## config.mk

```make
export PLATFORM = sky130hd
export DESIGN_NAME = serial_tx_top
export DESIGN_NICKNAME = d
export VERILOG_FILES = /design/src/rtl/sertx_pkg.sv /design/src/rtl/sertx_holdbuf.sv /design/src/rtl/sertx_framer.sv /design/src/rtl/sertx_shifter.sv /design/src/rtl/serial_tx_top.sv
export SDC_FILE = /design/constraint.sdc
export NUM_CORES = 1
export LEC_CHECK = 0
export BUFFER_PORTS_ARGS = -buffer_cell sky130_fd_sc_hd__buf_2
export CAP_MARGIN = 30
export CELL_PAD_IN_SITES_DETAIL_PLACEMENT = 2
export CELL_PAD_IN_SITES_GLOBAL_PLACEMENT = 2
export CORE_UTILIZATION = 30
export DETAILED_ROUTE_END_ITERATION = 6
export PLACE_DENSITY_LB_ADDON = 0.25
export SKIP_CTS_REPAIR_TIMING = 1
export SLEW_MARGIN = 20
export SYNTH_ARGS = -nofsm -noshare
export SYNTH_HDL_FRONTEND = slang
export SYNTH_HIERARCHICAL = 1
export SYNTH_SLANG_ARGS = --single-unit
```

## constraint.sdc

```tcl
create_clock -name clk -period 1.95 [get_ports clk]
set_clock_uncertainty 0.15 [all_clocks]
set_input_delay 0.195 -clock clk [delete_from_list [all_inputs] [get_ports clk]]
set_output_delay 0.195 -clock clk [all_outputs]
set_load 0.01 [all_outputs]
```

## src/rtl/sertx_pkg.sv

```systemverilog
package sertx_pkg;

    localparam int DW = 8;              // widest data field
    localparam int MAX_STOP = 2;        // most stop bits in a frame
    localparam int FW = 1 + DW + 1 + MAX_STOP;  // start + data + ninth + stops
    localparam int CW = $clog2(FW + 1);

    typedef enum logic [3:0] {
        FMT_8N = 4'b0000,
        FMT_7N = 4'b0001,
        FMT_8O = 4'b0010,
        FMT_8E = 4'b0011,
        FMT_9A = 4'b0100
    } fmt_e;

    typedef struct packed {
        logic [FW-1:0] bits;   // bit 0 leaves first
        logic [CW-1:0] len;    // bits in this frame
    } frame_t;

    typedef struct packed {
        logic          full;
        logic [DW-1:0] data;
        logic          flag;
    } slot_t;

    typedef struct packed {
        logic          active;
        logic          line;
        logic [CW-1:0] left;
        logic [FW-1:0] sh;
    } shift_t;

endpackage

```

## src/rtl/sertx_holdbuf.sv

```systemverilog
module sertx_holdbuf
    import sertx_pkg::*;
(
    input  logic          clk,
    input  logic          rst_n,
    input  logic          wr_valid,
    input  logic [DW-1:0] wr_data,
    input  logic          wr_flag,
    input  logic          pop,
    output logic          wr_ready,
    output logic          full,
    output logic [DW-1:0] data,
    output logic          flag
);

    slot_t slot_d, slot_q;

    always_comb begin
        slot_d = slot_q;
        if (pop) begin
            slot_d.full = 1'b0;
        end
        if (wr_valid && !slot_q.full) begin
            slot_d.full = 1'b1;
            slot_d.data = wr_data;
            slot_d.flag = wr_flag;
        end
    end

    always_ff @(posedge clk or negedge rst_n) begin
        if (!rst_n) begin
            slot_q <= '{full: 1'b0, data: '0, flag: 1'b0};
        end else begin
            slot_q <= slot_d;
        end
    end

    assign wr_ready = !slot_q.full;
    assign full     = slot_q.full;
    assign data     = slot_q.data;
    assign flag     = slot_q.flag;

endmodule

```

## src/rtl/sertx_framer.sv

```systemverilog
module sertx_framer
    import sertx_pkg::*;
(
    input  logic [DW-1:0] data,
    input  logic          addr_flag,
    input  logic [3:0]    mode,
    input  logic          two_stop,
    output frame_t        frame
);

    logic          seven;
    logic          ninth_en;
    logic          ninth;
    logic [CW-1:0] n_data;
    logic [CW-1:0] n_stop;

    always_comb begin
        seven    = 1'b0;
        ninth_en = 1'b0;
        ninth    = 1'b1;
        unique case (mode)
            FMT_7N: seven = 1'b1;
            FMT_8O: begin
                ninth_en = 1'b1;
                ninth    = ~(^data);
            end
            FMT_8E: begin
                ninth_en = 1'b1;
                ninth    = ^data;
            end
            FMT_9A: begin
                ninth_en = 1'b1;
                ninth    = addr_flag;
            end
            default: ;
        endcase
    end

    always_comb begin
        frame.bits        = '1;
        frame.bits[0]     = 1'b0;
        frame.bits[DW:1]  = data;
        if (seven) begin
            frame.bits[DW] = 1'b1;
        end
        if (ninth_en) begin
            frame.bits[DW+1] = ninth;
        end
        n_data    = seven ? CW'(DW - 1) : CW'(DW);
        n_stop    = two_stop ? CW'(2) : CW'(1);
        frame.len = CW'(1) + n_data + CW'(ninth_en) + n_stop;
    end

endmodule

```

## src/rtl/sertx_shifter.sv

```systemverilog
module sertx_shifter
    import sertx_pkg::*;
(
    input  logic          clk,
    input  logic          rst_n,
    input  logic          tick,
    input  logic          have_char,
    input  frame_t        frame_in,
    output logic          pop,
    output logic          line,
    output logic          active,
    output logic [CW-1:0] bits_left
);

    shift_t st_d, st_q;

    always_comb begin
        st_d = st_q;
        pop  = 1'b0;
        if (tick) begin
            if (st_q.active && st_q.left > CW'(1)) begin
                st_d.sh   = {1'b1, st_q.sh[FW-1:1]};
                st_d.left = st_q.left - CW'(1);
            end else if (have_char) begin
                st_d.sh     = frame_in.bits;
                st_d.left   = frame_in.len;
                st_d.active = 1'b1;
                pop         = 1'b1;
            end else begin
                st_d.sh     = '1;
                st_d.left   = '0;
                st_d.active = 1'b0;
            end
        end
        st_d.line = st_d.active ? st_d.sh[0] : 1'b1;
    end

    always_ff @(posedge clk or negedge rst_n) begin
        if (!rst_n) begin
            st_q <= '{active: 1'b0, line: 1'b1, left: '0, sh: '1};
        end else begin
            st_q <= st_d;
        end
    end

    assign line      = st_q.line;
    assign active    = st_q.active;
    assign bits_left = st_q.left;

endmodule

```

## src/rtl/serial_tx_top.sv

```systemverilog
module serial_tx_top
    import sertx_pkg::*;
(
    input  logic        clk,
    input  logic        rst_n,
    input  logic        baud_tick,
    input  logic [3:0]  mode_sel,
    input  logic        two_stop,
    input  logic        wr_valid,
    input  logic [7:0]  wr_data,
    input  logic        wr_addr_flag,
    output logic        wr_ready,
    output logic        tx_line
);

    logic          slot_full;
    logic [DW-1:0] slot_data;
    logic          slot_flag;
    logic          slot_pop;
    frame_t        next_frame;
    logic          sh_active;
    logic [CW-1:0] sh_left;

    sertx_holdbuf u_buf (
        .clk      (clk),
        .rst_n    (rst_n),
        .wr_valid (wr_valid),
        .wr_data  (wr_data),
        .wr_flag  (wr_addr_flag),
        .pop      (slot_pop),
        .wr_ready (wr_ready),
        .full     (slot_full),
        .data     (slot_data),
        .flag     (slot_flag)
    );

    sertx_framer u_frm (
        .data      (slot_data),
        .addr_flag (slot_flag),
        .mode      (mode_sel),
        .two_stop  (two_stop),
        .frame     (next_frame)
    );

    sertx_shifter u_shf (
        .clk       (clk),
        .rst_n     (rst_n),
        .tick      (baud_tick),
        .have_char (slot_full),
        .frame_in  (next_frame),
        .pop       (slot_pop),
        .line      (tx_line),
        .active    (sh_active),
        .bits_left (sh_left)
    );

endmodule

```

==> impl_metrics.toml, run 1 <==
[status]
status = "finished clean"

[sta]
fin_crit_sh_pct = 97.9
period_minus_slack_ps = 1910
grt_setup_unrepaired = "yes"
finalSetupViolations = 0
relSlewSlack_pct = 55.8
worstMarginPinSlew_ps = 664
drv_slew = 0
timing.fmax_mhz = 524
fin_setup_tns_ps = 0
whs_ps = 14.9
hold_viol_final = 0

[routing]
viasPerCell = 4.88
via_count = 1312
drc_errors = 0
routed_wl_um = 4240
antenna_left = 0
first_pass_iters = 4
drtIter0Drc = 16
wl_per_cell_um = 15.8

[worst_setup_path]
crit_slowest_cell = "fa_2"
r2r-end = "u_shf/st_q[9]"
rrSetupSlack_ps = 70
cp_top_family = "adder cells"
critPathMaxFanout = 2
cp_data_arrival_time_ps = 1930
worstReg2RegStart = "u_buf/data[3]"
max_stage_delay_ps = 430
cp_num_buf_inv = 2
crit_path_end_kind = "register"
reg2reg_depth = 6
crit_required_ps = 1970
crit_path_cell_trace = "buf_2, nand2b_4, mux2i_1, nand2b_1, ha_1, inv_1, ha_2, fa_2, and3_1, o22a_1"
start_kind = "primary input"
crit_type = "in -> reg"

[power_and_ir_drop]
p_per_area_nw_per_um2 = 1510
leakage_nw = 0.969
seq_power_share_pct = 36.6
clkPwrFrac_pct = 14.4
power_w = 0.00325
ir_worst_vdd_mv = 0.965
switchingPower_w = 0.00117
switching_share_pct = 36.1
pwr-share-comb_pct = 49.0
power.internal_w = 0.00208

[cts]
clock_path_buffers = 2
clock-sinks = 28
worstSkewPairLatency_ps = 270
cts.clk_slew.worst_paths_ps = 100
cts_made_buffers = 3
htreeDepth = 1
cts_tree = "done"
clock-root-buffer = "clkbuf_8"

[layout]
nets = 224
layoutNonFillerInstCount = 269
antennaDiodeCount = 0
n_fill_cell = 593
fin_area_um2 = 2150
final_cell_mix = "buf_2 (19), inv_1 (17), buf_4 (15), dfrtp_1 (15), dfstp_2 (13)"
final_common_cell = "buf_2"
drive_above_1_share_pct = 37.6
synthToLayoutAreaGrowth_pct = 23.9
multiInputGateArea_um2 = 890
seqCellArea_um2 = 717

[global_route]
grt_remaining_overflow = 0
grt_util_all_layers_pct = 13.9
grt_pass1_vias = 1355
antenna_found_initial = 0
grt_pass1_wl_um = 6650
grt_max_degree = 29

[worst_hold_path]
holdPathStages = 2
hold_path_end = "u_buf/data[6]"
min-delay-start = "wr_data[6]"
hold_path_class = "in -> reg"

[floorplanning]
chipHeight_um = 78.1
ios = 20
rows = 27
core_um2 = 5540
dieArea_um2 = 6100
start_util_pct = 31.4
die_width_um = 78.1

[placed_design]
place_congestion = 0.734
post_dp_cell_area_um2 = 1950
dp_hpwl_um = 3030
placed_cells = 253
io_buffers = 19

[logic_synthesis]
syn_inst = 166
yosysWarningCount = 6
synthesis.area_um2 = 1740
synth.avg_cell_area_um2 = 10.5

[flow_run]
drv_cap = 0
[how the worst max path moves through the flow]
stage / depth (start not counted) / from / slack (ps) / endpoint
2_1_floorplan: 9 / mode_sel[1] / -20 / u_shf/bits_left[3]
3_3_place_gp: 10 / mode_sel[0] / -180 / u_shf/bits_left[1]
3_5_place_dp: 10 / mode_sel[1] / -260 / u_shf/bits_left[3]
4_1_cts: 6 / u_buf/data[2] / -110 / u_shf/st_q[9]
5_1_grt: 6 / u_buf/data[3] / -40 / u_shf/st_q[9]
6_report: 10 / mode_sel[0] / 40 / u_shf/bits_left[1]
[worst reg2reg max path, delay by kind of cell (launching register included)]
kind                      cells  cell delay, ps
and+or+nand+nor               1             180
xor gates and xnor gates      3             840
DFF                           1             420
AOI/OAI and AO/OA             2             220
[cell type report]
class / count / share of cell area (%)
multi-input cells: 103 / 41.3
well taps: 72 / 4.18
flip-flops and latches: 28 / 33.3
inverters: 18 / 3.14
clock inverters: 1 / 1.39
clock buffers: 3 / 1.92
repair buffers: 44 / 14.8
[registers in the layout (all words and copies together) (netlist names)]
register,cells
u_shf/st_q,12
u_buf/data,8
u_shf/bits_left,4
u_buf/flag,1
u_buf/full,1
u_shf/active,1
u_shf/line,1
[stage by stage]
stage / utilization (%) / worst slack (ps)
global route: 38.9 / -35.6
global placement: 35.1 / -177
floorplan: - / -18.3
finish: 38.9 / 40.4
CTS: 36.4 / -108
detailed placement: 35.1 / -259
[power groups by stage]
| stage | Combinational (W) | Sequential (W) | Clock (W) |
|---|---|---|---|
| 4_1_cts | 0.00158 | 0.00119 | 0.000481 |
| 5_1_grt | 0.00174 | 0.00123 | 0.000507 |
| 3_3_place_gp | 0.00148 | 0.00117 | 0 |
| 2_1_floorplan | 0.00123 | 0.00114 | 0 |
| 6_report | 0.00159 | 0.00119 | 0.000468 |
| 3_5_place_dp | 0.00156 | 0.00120 | 0 |
[per-layer routing]
layer | track usage [%] | wire length [um]
met5 | 0 | 0
met4 | 2.22 | 8
met3 | 1.98 | 67
met2 | 27.8 | 2370
met1 | 15.6 | 1790
No activity file was read; power rests on OpenSTA's default activity.
==> run 2, diff against run 1 <==
--- a/config.mk
+++ b/config.mk
@@ -16,5 +16,4 @@
 export SLEW_MARGIN = 20
 export SYNTH_ARGS = -nofsm -noshare
 export SYNTH_HDL_FRONTEND = slang
-export SYNTH_HIERARCHICAL = 1
 export SYNTH_SLANG_ARGS = --single-unit
==> impl_metrics.toml, run 2 <==
[logic_synthesis]
synthDistinctLibCells = 42
ys.flop_type = "dfrtp_1"
synth.avg_cell_area_um2 = 11.0
yosysTopAreaCell = "dfrtp_1"
synthTopCellsByArea = "dfrtp_1 (24%), dfstp_2 (18%), mux2_2 (6.4%), ha_1 (6.3%), xnor2_1 (3.3%)"
syn_inst = 144
yosysMostFrequentCell = "dfrtp_1"
async_reset_ff_share_pct = 100
synth_seq_area_share_pct = 42.0
syn-num-nets = 171
ys_top_cells_by_count = "dfrtp_1 (15), nand2_1 (12), nor2_1 (12), dfstp_2 (11), inv_1 (10)"
synth_edf_count = 0
synthesis.area_um2 = 1580
yosysWarningCount = 0
yosysTopAreaCellShare_pct = 23.8
ys_seq_elements = 26

[routing]
first_pass_iters = 4
wl_per_cell_um = 15.5
drtIter0Drc = 60
wl_met2_um = 1960
routed_wl_um = 3790
drc_errors = 0
antenna_left = 0
wl_met1_um = 1690
viasPerCell = 4.76
highest_layer = "met4"
via_count = 1165
wl_met3_um = 83

[worst_hold_path]
min-delay-start = "wr_data[1]"
hold_path_class = "in -> reg"
holdPathStages = 2
hold_path_end = "u_buf.data[1]"

[sta]
fin_crit_sh_pct = 107
timing.fmax_mhz = 481
finalSetupViolations = 2
fin_ws_ps = -131
hold_viol_final = 2
worstMarginPinSlew_ps = 676
whs_ps = -6.19
drv_slew = 0
grt_setup_unrepaired = "yes"
relSlewSlack_pct = 54.9
period_minus_slack_ps = 2080
fin_setup_tns_ps = -194

[floorplanning]
dieArea_um2 = 5560
start_util_pct = 31.1
chipHeight_um = 74.6
die_width_um = 74.6
rows = 26
core_um2 = 5070
ios = 20

[layout]
drive_above_1_share_pct = 44.6
top_register = "u_shf.st_q"
synthToLayoutAreaGrowth_pct = 24.5
final_common_cell = "buf_2"
nets = 203
antennaDiodeCount = 0
largest_reg_flops = 10
final_cell_mix = "buf_2 (16), dfrtp_1 (15), nand2_1 (12)"
layoutNonFillerInstCount = 245

[cts]
worstSkewPairLatency_ps = 280
cts.clk_slew.worst_paths_ps = 90
clock_path_buffers = 2
clock-root-buffer = "clkbuf_8"
cts_made_buffers = 3
clock-sinks = 26
htreeDepth = 1
cts_tree = "done"

[global_route]
grt_remaining_overflow = 0
grt_pass1_vias = 1244
antenna_found_initial = 0
grt_pass1_wl_um = 6180
grt_util_all_layers_pct = 14.9
grt_max_degree = 27

[worst_setup_path]
start_kind = "primary input"
crit_required_ps = 2010
critPathMaxFanout = 3
rrSetupSlack_ps = 60
worstReg2RegStart = "u_shf.bits_left[0]"
r2r-end = "u_shf.bits_left[1]"
reg2reg_depth = 7
crit_path_end_kind = "register"
crit_type = "in -> reg"
cp_data_arrival_time_ps = 2140

[placed_design]
placed_cells = 235
io_buffers = 19
dp_hpwl_um = 2840
place_congestion = 0.770

[flow_run]
drv_cap = 0

[power_and_ir_drop]
power_w = 0.00243
p_per_area_nw_per_um2 = 1230
ir_worst_vdd_mv = 0.557
leakage_nw = 0.864

[status]
status = "complete, but fails checks"
violations = "hold timing, setup timing"
[run 2: cell type report]
class                   instances  area [um^2]
clock buffers                   4         55.1
fillers                       555         3110
inverters                      11         41.3
multi-input cells             100          880
flip-flops and latches         26          664
well taps                      70         87.6
repair buffers                 34          240
[run 2: per-stage QoR]
step / hold WS (ps) / setup WS [ps] / cell area [um^2] / utilization [%]
floorplan: -251 / -142 / 1590 / -
global placement: 87.0 / -334 / 1800 / 35.5
detailed placement: 88.1 / -464 / 1800 / 35.5
CTS: -219 / -172 / 1860 / 36.6
global route: 0.389 / -213 / 1970 / 38.8
finish: -6.19 / -131 / 1970 / 38.8
[run 2: cell families (layout without fill, tap and decap cells)]
family	count (synthesis)	after routing	share of synthesized area (%)
mux	11	11	7.68
flops	26	26	42.0
compound gates	24	24	13.4
buf+inv	18	49	5.38
simple gates	47	47	18.1
fa+ha+maj	9	9	7.60
xor+xnor	9	9	5.86
[run 2: worst max path at each step]
stage	cells past startpoint	slack (ps)	startpoint	end
after floorplan	10	-140	mode_sel[0]	u_shf.bits_left[1]
after global placement	11	-330	mode_sel[2]	u_shf.bits_left[1]
after detailed placement	11	-460	mode_sel[2]	u_shf.bits_left[1]
after CTS	11	-170	mode_sel[2]	u_shf.bits_left[1]
after global routing	11	-210	mode_sel[1]	u_shf.bits_left[1]
final	11	-130	mode_sel[1]	u_shf.bits_left[1]
[run 2: critical path: stages]
cell      delay [ps]
buf_8            100
nor3b_4          210
o21bai_1          90
ha_1             290
inv_1             60
ha_2             180
inv_2             40
fa_2             440
nand2b_4         140
mux2_4           260
a21oi_2          120
[run 2: power by group]
| group | switching [W] | internal [W] | leakage [nW] |
|---|---|---|---|
| sequential | 0.000211 | 0.000815 | 0.287 |
| combinational | 0.000455 | 0.000590 | 0.548 |
| clock | 0.000178 | 0.000181 | 0.0288 |
[run 2: metal layers]
metal,track usage (%),vias to the layer above
met1,19.2,582
li1,-,561
met2,25.1,16
met3,2.30,6
met5,0,-
met4,5.66,0
